File: src/rtl/rstseq_pkg.sv
package rstseq_pkg;

    typedef enum logic [1:0] {
        SEQ_WAIT    = 2'd0,
        SEQ_STRETCH = 2'd1,
        SEQ_RUN     = 2'd2
    } seq_state_e;

    // one-hot reason record, LSB = power-on
    typedef struct packed {
        logic sw;
        logic lol;
        logic wdt;
        logic ext;
        logic por;
    } rst_cause_t;

    // qualified requests seen in one cycle
    typedef struct packed {
        logic ext;
        logic wdt;
        logic lol;
        logic sw;
    } rst_req_t;

    localparam int CAUSE_W = $bits(rst_cause_t);

    function automatic rst_cause_t cause_power_on();
        rst_cause_t c;
        c     = '0;
        c.por = 1'b1;
        return c;
    endfunction

    // fixed priority: ext, wdt, lol, sw
    function automatic rst_cause_t cause_from_req(input rst_req_t r);
        rst_cause_t c;
        c = '0;
        if (r.ext)      c.ext = 1'b1;
        else if (r.wdt) c.wdt = 1'b1;
        else if (r.lol) c.lol = 1'b1;
        else if (r.sw)  c.sw  = 1'b1;
        return c;
    endfunction

endpackage

File: src/rtl/rstseq_pin_qual.sv
module rstseq_pin_qual #(
    parameter int SYNC_STAGES = 2,
    parameter int QUAL_EDGES  = 4
) (
    input  logic clk,
    input  logic por,
    input  logic pin_n,
    input  logic stop,
    output logic pin_ok_o,
    output logic req_o
);
    localparam int CW = (QUAL_EDGES > 1) ? $clog2(QUAL_EDGES) : 1;

    logic [SYNC_STAGES-1:0] sync_q;
    logic                   pin_low;

    // synchroniser starts in the asserted level
    generate
        if (SYNC_STAGES == 1) begin : g_sync_one
            always_ff @(posedge clk) begin
                if (por) sync_q <= '0;
                else     sync_q <= pin_n;
            end
        end else begin : g_sync_chain
            always_ff @(posedge clk) begin
                if (por) sync_q <= '0;
                else     sync_q <= {sync_q[SYNC_STAGES-2:0], pin_n};
            end
        end
    endgenerate

    assign pin_low  = ~sync_q[SYNC_STAGES-1];
    assign pin_ok_o = sync_q[SYNC_STAGES-1];

    generate
        if (QUAL_EDGES > 1) begin : g_qual_cnt
            localparam logic [CW-1:0] LAST = CW'(QUAL_EDGES - 1);
            logic [CW-1:0] low_cnt;

            always_ff @(posedge clk) begin
                if (por || !pin_low)  low_cnt <= '0;
                else if (low_cnt != LAST) low_cnt <= low_cnt + 1'b1;
            end

            assign req_o = pin_low & ((low_cnt == LAST) | stop);

            assert_cnt_reset_R3: assert property (@(posedge clk) disable iff (por)
                $past(!pin_low) |-> (low_cnt == '0));
        end else begin : g_qual_none
            assign req_o = pin_low;
        end
    endgenerate

    assert_qual_hold_R3: assert property (@(posedge clk) disable iff (por)
        (req_o && !stop) |-> $past(pin_low));

endmodule

File: src/rtl/rstseq_stretch.sv
module rstseq_stretch #(
    parameter int STRETCH_LEN = 512
) (
    input  logic clk,
    input  logic por,
    input  logic active,
    input  logic serial,
    input  logic boot_done,
    output logic done_o
);
    localparam int CW = $clog2(STRETCH_LEN + 1);
    localparam logic [CW-1:0] LAST = CW'(STRETCH_LEN - 1);

    logic [CW-1:0] cnt;

    always_ff @(posedge clk) begin
        if (por || !active)    cnt <= '0;
        else if (cnt != LAST)  cnt <= cnt + 1'b1;
    end

    assign done_o = active & (serial ? boot_done : (cnt == LAST));

    assert_cnt_bound_R6: assert property (@(posedge clk) disable iff (por)
        cnt <= LAST);

    assert_cnt_fresh_R6: assert property (@(posedge clk) disable iff (por)
        (active && !$past(active)) |-> (cnt == '0));

endmodule

File: src/rtl/rstseq_cause_log.sv
module rstseq_cause_log
    import rstseq_pkg::*;
(
    input  logic       clk,
    input  logic       por,
    input  logic       in_run,
    input  logic       take,
    input  rst_req_t   req,
    input  logic       sw_wr,
    output rst_cause_t cause_o,
    output logic       sw_bit_o
);
    rst_cause_t cause_q;
    logic       sw_q;

    always_ff @(posedge clk) begin
        if (por)       cause_q <= cause_power_on();
        else if (take) cause_q <= cause_from_req(req);
    end

    // bit drops as soon as reset is in effect
    always_ff @(posedge clk) begin
        if (por || !in_run) sw_q <= 1'b0;
        else if (sw_wr)     sw_q <= 1'b1;
    end

    assign cause_o  = cause_q;
    assign sw_bit_o = sw_q;

    assert_cause_onehot_R9: assert property (@(posedge clk) disable iff (por)
        $onehot(cause_q));

    assert_ext_first_R9: assert property (@(posedge clk) disable iff (por)
        (take && req.ext) |=> cause_q.ext);

endmodule

File: src/rtl/rst_sequencer.sv
module rst_sequencer
    import rstseq_pkg::*;
#(
    parameter int STRETCH_LEN = 512,
    parameter int SYNC_STAGES = 2,
    parameter int QUAL_EDGES  = 4
) (
    input  logic               clk,
    input  logic               pwr_good_i,
    input  logic               pll_clk_mode_i,
    input  logic               pll_lock_i,
    input  logic               ext_rst_n_i,
    input  logic               wdt_expire_i,
    input  logic               sw_rst_wr_i,
    input  logic               serial_boot_i,
    input  logic               boot_done_i,
    input  logic               stop_mode_i,
    output logic               sys_rst_o,
    output logic [CAUSE_W-1:0] rst_cause_o,
    output logic               sw_rst_bit_o
);
    logic       por;
    logic       lock_ok;
    logic       pin_ok;
    logic       ext_req;
    logic       stretch_done;
    logic       active;
    logic       in_run;
    logic       any_hit;
    logic       sw_bit;
    rst_req_t   hits;
    rst_cause_t cause;
    seq_state_e state, state_nx;

    assign por     = ~pwr_good_i;
    assign lock_ok = ~pll_clk_mode_i | pll_lock_i;

    rstseq_pin_qual #(
        .SYNC_STAGES(SYNC_STAGES),
        .QUAL_EDGES (QUAL_EDGES)
    ) u_pin (
        .clk     (clk),
        .por     (por),
        .pin_n   (ext_rst_n_i),
        .stop    (stop_mode_i),
        .pin_ok_o(pin_ok),
        .req_o   (ext_req)
    );

    assign active = (state != SEQ_WAIT);
    assign in_run = (state == SEQ_RUN);

    always_comb begin
        hits.ext = ext_req      & active;
        hits.wdt = wdt_expire_i & active;
        hits.lol = ~lock_ok     & active;
        hits.sw  = sw_bit       & active;
    end
    assign any_hit = |hits;

    rstseq_stretch #(
        .STRETCH_LEN(STRETCH_LEN)
    ) u_stretch (
        .clk      (clk),
        .por      (por),
        .active   (state == SEQ_STRETCH),
        .serial   (serial_boot_i),
        .boot_done(boot_done_i),
        .done_o   (stretch_done)
    );

    rstseq_cause_log u_cause (
        .clk     (clk),
        .por     (por),
        .in_run  (in_run),
        .take    (any_hit),
        .req     (hits),
        .sw_wr   (sw_rst_wr_i),
        .cause_o (cause),
        .sw_bit_o(sw_bit)
    );

    always_comb begin
        state_nx = state;
        unique case (state)
            SEQ_WAIT:    if (pin_ok && lock_ok) state_nx = SEQ_STRETCH;
            SEQ_STRETCH: if (any_hit)           state_nx = SEQ_WAIT;
                         else if (stretch_done) state_nx = SEQ_RUN;
            SEQ_RUN:     if (any_hit)           state_nx = SEQ_WAIT;
            default:                            state_nx = SEQ_WAIT;
        endcase
    end

    always_ff @(posedge clk) begin
        if (por) state <= SEQ_WAIT;
        else     state <= state_nx;
    end

    // stop-mode pin bypasses the clocked path entirely
    assign sys_rst_o    = ~in_run | (stop_mode_i & ~ext_rst_n_i);
    assign rst_cause_o  = cause;
    assign sw_rst_bit_o = sw_bit;

    assert_release_lock_R2: assert property (@(posedge clk) disable iff (por)
        $fell(!in_run) |-> $past(lock_ok));

    assert_wait_exit_R6: assert property (@(posedge clk) disable iff (por)
        ($past(state) == SEQ_WAIT && state == SEQ_STRETCH) |-> $past(pin_ok && lock_ok));

    assert_sw_takes_R10: assert property (@(posedge clk) disable iff (por)
        (sw_bit && in_run) |=> (state == SEQ_WAIT));

    assert_restart_R11: assert property (@(posedge clk) disable iff (por)
        ($past(state) == SEQ_STRETCH && $past(any_hit)) |-> (state == SEQ_WAIT));

endmodule

File: config.mk
export PLATFORM = sky130hd
export DESIGN_NAME = rst_sequencer
export DESIGN_NICKNAME = d
export VERILOG_FILES = /design/src/rtl/rstseq_pkg.sv /design/src/rtl/rstseq_pin_qual.sv /design/src/rtl/rstseq_stretch.sv /design/src/rtl/rstseq_cause_log.sv /design/src/rtl/rst_sequencer.sv
export SDC_FILE = /design/constraint.sdc
export NUM_CORES = 1
export LEC_CHECK = 0
export ABC_AREA = 1
export BUFFER_PORTS_ARGS = -buffer_cell sky130_fd_sc_hd__buf_2
export CAP_MARGIN = 10
export CORE_MARGIN = 3
export CORE_UTILIZATION = 39
export CTS_CLUSTER_SIZE = 14
export DETAILED_ROUTE_END_ITERATION = 8
export GPL_TIMING_DRIVEN = 0
export PLACE_DENSITY = 0.55
export SLEW_MARGIN = 25
export SYNTH_ARGS = -nofsm -noshare
export SYNTH_HDL_FRONTEND = slang
export SYNTH_SLANG_ARGS = --single-unit
File: constraint.sdc
create_clock -name clk -period 1.8 [get_ports clk]
set_clock_uncertainty 0.2 [all_clocks]
set_input_delay 0.36 -clock clk [delete_from_list [all_inputs] [get_ports clk]]
set_output_delay 0.36 -clock clk [all_outputs]
set_load 0.01 [all_outputs]
# [After elaboration in Yosys (flattened, before gate mapping)]
# Index checks and enable logic that the tools add are counted.
[totals] reg_bits=22 in_bits=10 output_inout_bits=7 wordCells=60
[op_classes] addsub=2 eq_ne=9 mux=13 n_bitwise=16 n_reduce_logical=10
[ops] cell="10-bit by 1-bit adder with 10-bit output, second input constant" n=1
[ops] cell="10-bit by 9-bit equality test with 1-bit output, second input constant" n=1
[ops] cell="2-bit two-way mux" n=5
[ops] cell="10-bit by 9-bit inequality test with 1-bit output, second input constant" n=1
[ops] cell="1-bit bitwise AND" n=7
[ops] cell="1-bit two-way mux" n=6
[ops] cell="1-bit NOT" n=6
[ops] cell="2-bit case mux with 3 select lines" n=1
[ops] cell="2-bit equality test, second input constant" n=2
[ops] cell="2-bit inequality test, second input constant" n=2
[ops] cell="4-bit OR reduction" n=1
[ops] cell="1-bit logical OR" n=3
[ops] cell="3-bit two-way mux" n=1
[ops] cell="3-bit inequality test, second input constant" n=1
[ops] cell="1-bit bitwise OR" n=3
[ops] cell="3-bit AND reduction" n=1
[ops] cell="2-bit by 1-bit adder with 2-bit output, second input constant" n=1
[ops] cell="2-bit by 1-bit equality test with 1-bit output, second input constant" n=1
[ops] cell="1-bit zero test" n=2
[ops] cell="2-bit zero test" n=1
[ops] cell="2-bit by 1-bit inequality test with 1-bit output, second input constant" n=1
[ops] cell="2-bit nonzero test" n=1
[ops] cell="1-bit logical AND" n=1

# [Logic depth before layout (Yosys ltp)]
# Gate-level depths: netlist of the first run.
[depth] depth_word=7 depth_mapped=11 depth_no_buf=11

# [Cells and area by module]
# From an unflattened synthesis of the first run, not the netlist that was laid out.
[hier_totals] hier_cells=181 hier_area_um2=1251.2
[modules_own_cells] mod="rstseq_stretch" n_inst=1 cells_each=92 area_each_um2=631.9 seq_area_each_um2=200.2
[modules_own_cells] mod="rst_sequencer" n_inst=1 cells_each=38 area_each_um2=230.2 seq_area_each_um2=40.0
[modules_own_cells] mod="rstseq_cause_log" n_inst=1 cells_each=27 area_each_um2=215.2 seq_area_each_um2=120.1
[modules_own_cells] mod="rstseq_pin_qual" n_inst=1 cells_each=24 area_each_um2=173.9 seq_area_each_um2=80.1

# [Worst setup path before layout of the first run]
# Ideal clock, no wire load.
[synth_path] path_type="register to register" start="reg u_stretch.cnt[0]" end="reg u_stretch.cnt[6]" setup_ns=0.110 arrival_ns=1.215 t_required_ns=1.490 setup_slack_ns=0.275 stages_incl_launch_ff=10 path_buffers=0 period_less_slack_ns=1.525 path_cell_list="dfxtp_1 -> ha_1 -> nand2_1 -> nor2_2 -> nand3_4 -> nand3_2 -> nor2_1 -> nand3_1 -> nand3_1 -> inv_1"
[synth_between] elab_chain_cells=1 word_cells_on_any_way=2 cone_classes="add/sub (1); eq/ne (1)"
[synth_lines] element="start: declaration" line="rstseq_stretch.sv:14" text="logic [CW-1:0] cnt;"
[synth_lines] element="start signal: assignment" line="rstseq_stretch.sv:18" text="else if (cnt != LAST) cnt <= cnt + 1'b1;"
[synth_lines] element="10-bit by 1-bit adder with 10-bit output or 10-bit by 9-bit inequality test with 1-bit output (tied branches)" line="rstseq_stretch.sv:18"
# Parallel ways exist; a longest one is shown, timed or not.
# A chain may end at the register's enable or synchronous reset.

# [Worst setup path in the final report of the first run]
[layout_path] start="reg state[1]" end="out sys_rst_o"
[layout_between] elab_chain_cells=3
[layout_lines] element="start: declaration" line="rst_sequencer.sv:33" text="seq_state_e state, state_nx;"
[layout_lines] element="start signal: assignment" line="rst_sequencer.sv:96" text="else state <= state_nx;"
[layout_lines] element="2-bit equality test" line="rst_sequencer.sv:51" text="assign in_run = (state == SEQ_RUN);"
[layout_lines] element="1-bit NOT" line="rst_sequencer.sv:100" text="assign sys_rst_o = ~in_run | (stop_mode_i & ~ext_rst_n_i);"
[layout_lines] element="1-bit bitwise OR" line="rst_sequencer.sv:100"
[layout_lines] element="end: declaration" line="rst_sequencer.sv:18" text="output logic sys_rst_o,"
# No other way between the ends.

==> run_results.csv, run 1 <==
group,metric,value,unit
power_and_ir_drop,power_density,739.6,mW/mm^2
worst_setup_path,ff2ff_setup_slack,0.16,ns
sta,fin_crit_sh,92.54,%
grt,grt_pass1_wl,3256,microns
drt,wirelength,1941,microns
final_layout,final_cell_mix,"nand2_1, inv_1, dfxtp_1",
final_layout,final_common_cell,"nand2_1",
worst_setup_path,worst_ep_required_time,1.24,ns
worst_hold_path,hp-class,"in -> reg",
sta,drv_slew,0,
floorplanning,coreArea,0.002522,sq mm
worst_setup_path,timing.rr.end,"state[0]$_SDFFE_PN0P_",
sta,rsz0062_at_grt,"no",
floorplanning,ios,17,
power_and_ir_drop,vdd_ir_drop_max,0.0004102,V
clock_network,clk_latency,0.31,ns
sta,maxClockFrequency,0.6004,GHz
clock_network,cts_tree,"done",
final_layout,diodes,0,
synthesis,avgSynthCellArea,7.745,sq um
sta,fin_tns_setup,0,ns
worst_hold_path,whs_path_depth,3,
floorplanning,start_util,42.06,%
synthesis,synth_cell_types,28,
placed_design,hpwl,1492,microns
clock_network,post-cts-setup-buffers,0,
drt,drc_errors,0,
worst_setup_path,worstRegToRegCells,11,
final_layout,regArea,440.4,sq um
final_layout,fill_cells,280,
worst_hold_path,min_to,"u_pin.sync_q[0]$_SDFF_PN0_",
synthesis,synthCells,137,
clock_network,tritoncts.num_buffers,3,
sta,maxSlewHeadroom,77.39,%
drt,routedWlPerCell,10.44,microns
clock_network,htreeDepth,1,
floorplanning,num_rows,18,
drt,vias_per_cell,4.608,
sta,period_minus_slack,1.666,ns
worst_setup_path,max_stage_delay,0.36,ns
worst_hold_path,hp-start,"ext_rst_n_i",
sta,setup_violations,0,
worst_setup_path,worstPathCellList,"inv_2 -> nor2_2 -> o21ai_0 -> buf_2",
synthesis,synth_warnings,0,
grt,grt_use_total,12.40,%
worst_setup_path,critPathCaptureType,"primary output",
power_and_ir_drop,total_leakage_power,0.5795,nW
placed_design,place.gp.congestion,0.6975,
synthesis,syn_area,0.001061,sq mm
final_layout,layout.nets,169,
worst_setup_path,path_class,"reg -> out",
grt,antenna_found_initial,0,
final_layout,syn_to_final_growth,14.51,%
grt,grt_max_degree,13,
floorplanning,die_area,0.003383,sq mm
worst_setup_path,critical_path.max_fanout,4,
worst_setup_path,r2r-start,"u_pin.g_qual_cnt.low_cnt[0]$_SDFFE_PP0N_",
worst_setup_path,crit_path_start_kind,"flop",
worst_setup_path,crit_arrival,1.11,ns
final_layout,multi_input_area,531.8,sq um
drt,vias,857,
clock_network,clk_path_buf_depth,2,
worst_setup_path,crit_path_top_delay_cell,"dfxtp_1",
clock_network,clkTransAtPathRegs,0.12,ns
status,outcome,"completed",
placed_design,port_buffers,15,
drt,postRouteAntennaNets,0,
floorplanning,dieWidth,58.16,microns
grt,overflow,0,
drt,drt_first_pass_iters,4,
synthesis,synth_seq_area_share,41.51,%
clock_network,clock_tree.root_cell,"clkbuf_4",
grt,grt_pass1_vias,787,
sta,hold_viol_final,0,
final_layout,drive_above_1_share,26.92,%
clock_network,cts_sinks,22,
sta,worstMarginPinSlew,0.3384,ns
power_and_ir_drop,totalPowerFinal,0.8986,mW
drt,drt_iter0_markers,20,
synthesis,ys_seq_elements,22,
floorplanning,fp.dieH,58.16,microns
flow_run,maxCapViolations,0,
synthesis,synth_nets,149,
-- power breakdown --
group	internal, mW	switching (mW)
logic	0.0420	0.0650
registers	0.506	0.0107
clock network	0.123	0.151
-- cell usage after synthesis (all sizes together) --
cell type  count  area [sq um]
nand2         33         153.9
inv           24         90.09
dfxtp         22         440.4
nor2          14         70.07
nand3         11         77.58
a21oi         10         53.80
o21ai          5         25.02
nor3           3         25.02
xor2           3         26.28
a211oi         2         15.01
ha             2         25.02
nand4          2         12.51
nor3b          2         20.02
clkbuf         1         3.750
o21bai         1         7.510
or2            1         6.260
xnor2          1         8.760
-- critical path, delay by kind of cell (launching register included) --
kind / cells / cell delay [ns]
flops: 1 / 0.36
buf+inv: 2 / 0.21
simple gates: 1 / 0.13
compound gates: 1 / 0.10
-- timing repair --
| item | 4_1_cts | 5_1_grt |
|---|---|---|
| hold buffers | 0 | 0 |
| gates resized for setup | 0 | 2 |
| endpoints found under the hold margin | 0 | 0 |
| setup endpoints to repair | 0 | 2 |
-- final cells by class --
| type | instances | area share, % |
|---|---|---|
| Tap cell | 30 | 3.090 |
| Inverter | 24 | 7.415 |
| Clock buffer | 4 | 2.987 |
| Multi-Input combinational cell | 90 | 43.77 |
| Sequential cell | 22 | 36.25 |
| Buffer | 1 | 0.3090 |
| Timing Repair Buffer | 15 | 6.179 |
-- state kept, by name (all words and copies together), names as in the netlist --
name	cells
u_stretch.cnt	10
u_cause.cause_o	5
state	2
u_cause.sw_bit_o	1
u_pin.g_qual_cnt.low_cnt	2
u_pin.sync_q	2
-- routing by layer --
layer / part of all wire [%] / track usage [%] / vias up
met2: 46 / 19.84 / 9
met3: 2.5 / 2.004 / 2
met4: 0.98 / 6.954 / 0
li1: - / - / 470
met5: 0 / 0 / -
met1: 51 / 15.76 / 376
-- cells by family (layout without fill, tap and decap cells) --
group                    Yosys count  after routing  share of synthesized area, %
XOR/XNOR                           4              4                         3.302
adder cells (fa/ha/maj)            2              2                         2.358
flip-flops                        22             22                         41.51
buffers and inverters             25             44                         8.844
AND/OR/NAND/NOR                   66             66                         34.43
AO/OA/AOI/OAI                     18             18                         9.551
-- stage by stage --
stage          instance area, sq um  util, %  setup slack, ns  hold slack, ns  cells
2_1_floorplan                  1061        -           0.2751          0.1905    137
3_3_place_gp                   1174    46.53           0.1465          0.2078    182
3_5_place_dp                   1174    46.53           0.1182          0.2279    182
4_1_cts                        1210    47.97          0.03999         0.01861    186
5_1_grt                        1215    48.16          0.03309         0.04245    186
6_report                       1215    48.16           0.1343         0.03730    186
-- how the worst max path moves through the flow --
stage | startpoint | endpoint | slack [ns]
floorplan | u_stretch.cnt[0]$_SDFFE_PP0P_ | u_stretch.cnt[6]$_SDFFE_PP0P_ | 0.28
global placement | u_stretch.cnt[0]$_SDFFE_PP0P_ | u_stretch.cnt[6]$_SDFFE_PP0P_ | 0.15
detailed placement | u_stretch.cnt[0]$_SDFFE_PP0P_ | u_stretch.cnt[6]$_SDFFE_PP0P_ | 0.12
CTS | state[1]$_SDFFE_PN0P_ | sys_rst_o | 0.04
global route | u_stretch.cnt[0]$_SDFFE_PP0P_ | state[0]$_SDFFE_PN0P_ | 0.03
finish | state[1]$_SDFFE_PN0P_ | sys_rst_o | 0.13
Power figures use the tool's default switching activity.
==> run 2, diff against run 1 <==
RECOVER_POWER = 25   (was not set)
==> run 2 against run 1 <==
  * Via count stayed put
  * Count of clock-buffer cells in the layout stayed put
  * Sequential power hardly changed
  * Final area is 0.21% lower
  * Register-to-register slack hardly changed
  * Highest routed layer unchanged
==> run_results.csv, run 2 (synthesized netlist as in run 1, its figures left out) <==
group,metric,value,unit
sta,maxSlewHeadroom,77.39,%
clock_network,tritoncts.num_buffers,3,
final_layout,syn_to_final_growth,14.27,%
sta,worstMarginPinSlew,0.3384,ns
drt,vias,857,
sta,setup_violations,0,
worst_setup_path,worst_ep_required_time,1.24,ns
grt,grt_pass1_wl,3256,microns
flow_run,maxCapViolations,0,
floorplanning,start_util,42.06,%
final_layout,largest-register,"u_stretch.cnt",
drt,wirelength,1944,microns
sta,hold_viol_final,0,
drt,drc_errors,0,
placed_design,port_buffers,15,
clock_network,clock_tree.root_cell,"clkbuf_4",
power_and_ir_drop,totalPowerFinal,0.8980,mW
worst_setup_path,critical_path.max_fanout,4,
final_layout,largest_reg_flops,10,
clock_network,clk_latency,0.31,ns
power_and_ir_drop,total_leakage_power,0.5710,nW
power_and_ir_drop,power_density,740.7,mW/mm^2
grt,antenna_found_initial,0,
final_layout,final_common_cell,"nand2_1",
clock_network,clk_path_buf_depth,2,
sta,rsz0062_at_grt,"no",
grt,grt_pass1_vias,787,
sta,whs,0.03730,ns
drt,drt_first_pass_iters,4,
placed_design,place.gp.congestion,0.6975,
sta,fin_tns_setup,0,ns
floorplanning,num_rows,18,
final_layout,layout.nets,169,
final_layout,final_cell_mix,"nand2_1, inv_1, dfxtp_1",
clock_network,cts_tree,"done",
sta,fin_crit_sh,92.54,%
worst_setup_path,max_stage_delay,0.36,ns
grt,grt_use_total,12.40,%
floorplanning,coreArea,0.002522,sq mm
worst_setup_path,crit_arrival,1.11,ns
worst_setup_path,crit_path_top_delay_cell,"dfxtp_1",
sta,drv_slew,0,
worst_setup_path,path_class,"reg -> out",
floorplanning,ios,17,
placed_design,hpwl,1492,microns
floorplanning,dieWidth,58.16,microns
status,outcome,"completed",
worst_hold_path,hp-class,"in -> reg",
grt,grt_max_degree,13,
clock_network,cts_sinks,22,
drt,postRouteAntennaNets,0,
clock_network,cts_hold_buf,0,
final_layout,drive_above_1_share,25.64,%
floorplanning,die_area,0.003383,sq mm
worst_setup_path,critPathCaptureType,"primary output",
sta,period_minus_slack,1.666,ns
final_layout,diodes,0,
drt,vias_per_cell,4.608,
worst_setup_path,worstPathCellList,"inv_2 -> nor2_2 -> o21ai_0 -> buf_2",
sta,maxClockFrequency,0.6004,GHz
clock_network,clkTransAtPathRegs,0.12,ns
floorplanning,fp.dieH,58.16,microns
clock_network,htreeDepth,1,
drt,drt_iter0_markers,20,
power_and_ir_drop,vdd_ir_drop_max,0.0004101,V
drt,routedWlPerCell,10.45,microns
worst_setup_path,crit_path_start_kind,"flop",
grt,overflow,0,
[run 2: final cells by class]
type                            instances  area (sq um)
Fill cell                             280          1310
Inverter                               24         90.09
Timing Repair Buffer                   15         72.57
Buffer                                  1         3.754
Tap cell                               30         37.54
Multi-Input combinational cell         90         531.8
Sequential cell                        22         440.4
Clock buffer                            4         36.28
[run 2: metal layers]
metal | wire length, microns | vias to the layer above | track usage (%) | part of all wire (%)
li1 | - | 470 | - | -
met1 | 990 | 376 | 15.76 | 51
met2 | 884 | 9 | 19.84 | 45
met3 | 49 | 2 | 2.004 | 2.5
met4 | 19 | 0 | 6.954 | 0.98
met5 | 0 | - | 0 | 0
[run 2: what timing repair did]
item	in CTS	in global routing
setup buffers	0	0
resized for setup	0	2
setup endpoints to repair	0	2
[run 2: power breakdown]
group          switching [mW]  internal (mW)
logic                  0.0651         0.0412
clock network           0.151          0.123
registers              0.0109          0.506
[run 2: worst max-delay path: cells and delay by family (launching register included)]
| kind | cells | cell delay, ns |
|---|---|---|
| flops | 1 | 0.36 |
| simple gates | 1 | 0.13 |
| compound gates | 1 | 0.10 |
| buf+inv | 2 | 0.21 |
[run 2: path summary, 6_finish.rpt]
check | startpoint | to | slack (ns) | cells past startpoint
min | ext_rst_n_i | u_pin.sync_q[0]$_SDFF_PN0_ | 0.04 | 3
max | state[1]$_SDFFE_PN0P_ | sys_rst_o | 0.13 | 4
max reg2reg | u_pin.g_qual_cnt.low_cnt[0]$_SDFFE_PP0N_ | state[0]$_SDFFE_PN0P_ | 0.16 | 11
min reg2reg | u_pin.sync_q[0]$_SDFF_PN0_ | u_pin.sync_q[1]$_SDFF_PN0_ | 0.25 | 2
[run 2: stage by stage]
stage / instances / instance area, sq um / setup slack (ns) / utilization (%)
floorplan: 137 / 1061 / 0.2751 / -
CTS: 186 / 1210 / 0.03999 / 47.97
global route: 186 / 1212 / 0.03309 / 48.07
finish: 186 / 1212 / 0.1343 / 48.07
detailed placement: 182 / 1174 / 0.1182 / 46.53
global placement: 182 / 1174 / 0.1465 / 46.53
==> run 3, diff against run 2 <==
MAX_ROUTING_LAYER = met4   (was not set)
==> run 3 against run 2 <==
  * Worst hold slack barely moved
  * Global-route usage rose by 0.37 points
  * Sequential share of layout area did not move
  * Via count did not move
  * Highest routed layer unchanged
  * Critical endpoint unchanged
  * Critical path type unchanged
  * Final area did not move
==> run_results.csv, run 3 (synthesized netlist as in run 1, its figures left out) <==
group,metric,value,unit
clock_network,clock_tree.root_cell,"clkbuf_4",
sta,worst_slack,0.1346,ns
drt,routedWlPerCell,10.46,microns
placed_design,hpwl,1492,microns
drt,vias_per_cell,4.608,
final_layout,largest-register,"u_stretch.cnt",
worst_hold_path,hp-class,"in -> reg",
final_layout,diodes,0,
grt,antenna_found_initial,0,
sta,setup_violations,0,
sta,fin_tns_setup,0,ns
clock_network,cts_sinks,22,
worst_setup_path,worstRegToRegCells,10,
grt,grt_max_degree,13,
power_and_ir_drop,totalPowerFinal,0.8980,mW
grt,grt_pass1_vias,788,
final_layout,fill_cells,280,
grt,grt_pass1_wl,3256,microns
worst_setup_path,critPathCaptureType,"primary output",
final_layout,final_cell_mix,"nand2_1, inv_1, dfxtp_1",
power_and_ir_drop,pwr-share-clk,30.6,%
clock_network,htreeDepth,1,
sta,worstMarginPinSlew,0.3384,ns
clock_network,post-cts-setup-buffers,0,
worst_setup_path,path_class,"reg -> out",
final_layout,largest_reg_flops,10,
drt,drt_first_pass_iters,4,
clock_network,cts_tree,"done",
grt,grtUsageMet3,2.004,%
sta,hold_viol_final,0,
power_and_ir_drop,power_density,740.7,mW/mm^2
status,outcome,"completed",
final_layout,fin_area,0.001212,sq mm
worst_setup_path,worst_ep_required_time,1.24,ns
power_and_ir_drop,p_switching,0.2272,mW
worst_setup_path,crit_path_start_kind,"flop",
placed_design,place_ws,0.1182,ns
drt,vias,857,
floorplanning,dieWidth,58.16,microns
power_and_ir_drop,switching_share,25.30,%
sta,maxClockFrequency,0.6005,GHz
worst_setup_path,critical_path.max_fanout,4,
power_and_ir_drop,total_leakage_power,0.5710,nW
grt,grt_use_total,12.77,%
final_layout,syn_to_final_growth,14.27,%
power_and_ir_drop,vdd_ir_drop_max,0.0004102,V
clock_network,tritoncts.num_buffers,3,
flow_run,maxCapViolations,0,
drt,drc_errors,0,
placed_design,dpl_cell_area,0.001174,sq mm
floorplanning,die_area,0.003383,sq mm
sta,whs,0.03727,ns
grt,gr-usage-met2,19.84,%
drt,wirelength,1945,microns
floorplanning,start_util,42.06,%
placed_design,port_buffers,15,
grt,overflow,0,
floorplanning,ios,17,
final_layout,layout.nets,169,
sta,rsz0062_at_grt,"no",
placed_design,place.gp.congestion,0.7051,
floorplanning,num_rows,18,
sta,fin_crit_sh,92.52,%
worst_hold_path,whs_path_depth,3,
power_and_ir_drop,pwr-share-seq,57.6,%
grt,top_usage_layer,"met2",
clock_network,clk_path_buf_depth,2,
final_layout,final_common_cell,"nand2_1",
power_and_ir_drop,intPower,0.6708,mW
sta,maxSlewHeadroom,77.39,%
sta,drv_slew,0,
drt,postRouteAntennaNets,0,
drt,drt_iter0_markers,18,
grt,met1_usage,15.76,%
sta,period_minus_slack,1.665,ns
floorplanning,coreArea,0.002522,sq mm
worst_setup_path,crit_arrival,1.11,ns
power_and_ir_drop,power_frac_comb,11.8,%
clock_network,clkTransAtPathRegs,0.12,ns
final_layout,drive_above_1_share,25.64,%
floorplanning,fp.dieH,58.16,microns
clock_network,clk_latency,0.31,ns
## run 3: metrics by stage
| stage | util, % | std cells |
|---|---|---|
| final | 48.07 | 186 |
| after global routing | 48.07 | 186 |
| after CTS | 47.97 | 186 |
| after detailed placement | 46.53 | 182 |
| after global placement | 46.53 | 182 |
| after floorplan | - | 137 |
## run 3: power by group through the flow
stage	combinational (mW)	sequential, mW	clock (mW)
after floorplan	0.0727	0.530	0
after global placement	0.104	0.527	0
after detailed placement	0.108	0.528	0
after CTS	0.109	0.517	0.289
after global routing	0.122	0.520	0.307
final	0.106	0.517	0.275
## run 3: area by class of cell
class | instances | area (sq um) | share of cell area [%]
repair buffers | 15 | 72.57 | 5.986
flip-flops and latches | 22 | 440.4 | 36.33
multi-input cells | 90 | 531.8 | 43.86
plain buffers | 1 | 3.754 | 0.3096
well taps | 30 | 37.54 | 3.096
clock buffers | 4 | 36.28 | 2.993
inverters | 24 | 90.09 | 7.430
## run 3: worst max-delay path, cell delays in order (launching register included)
cell	delay [ns]
dfxtp_1	0.36
inv_2	0.07
nor2_2	0.13
o21ai_0	0.10
buf_2	0.14
## run 3: final timing paths
check                                start                       endpoint  slack, ns
max reg2reg  u_stretch.cnt[0]$_SDFFE_PP0P_  u_stretch.cnt[6]$_SDFFE_PP0P_       0.16
max                  state[1]$_SDFFE_PN0P_                      sys_rst_o       0.13
min reg2reg     u_pin.sync_q[0]$_SDFF_PN0_     u_pin.sync_q[1]$_SDFF_PN0_       0.25
min                            ext_rst_n_i     u_pin.sync_q[0]$_SDFF_PN0_       0.04
## run 3: metal layers
layer	part of all wire, %	vias to the layer above
li1	-	470
met1	51	376
met2	45	9
met3	2.6	2
met4	0.98	0
met5	0	-
## run 3: what timing repair did
item / CTS / global route
setup endpoints to repair: 0 / 2
resized for setup: 0 / 2
hold buffers: 0 / 0
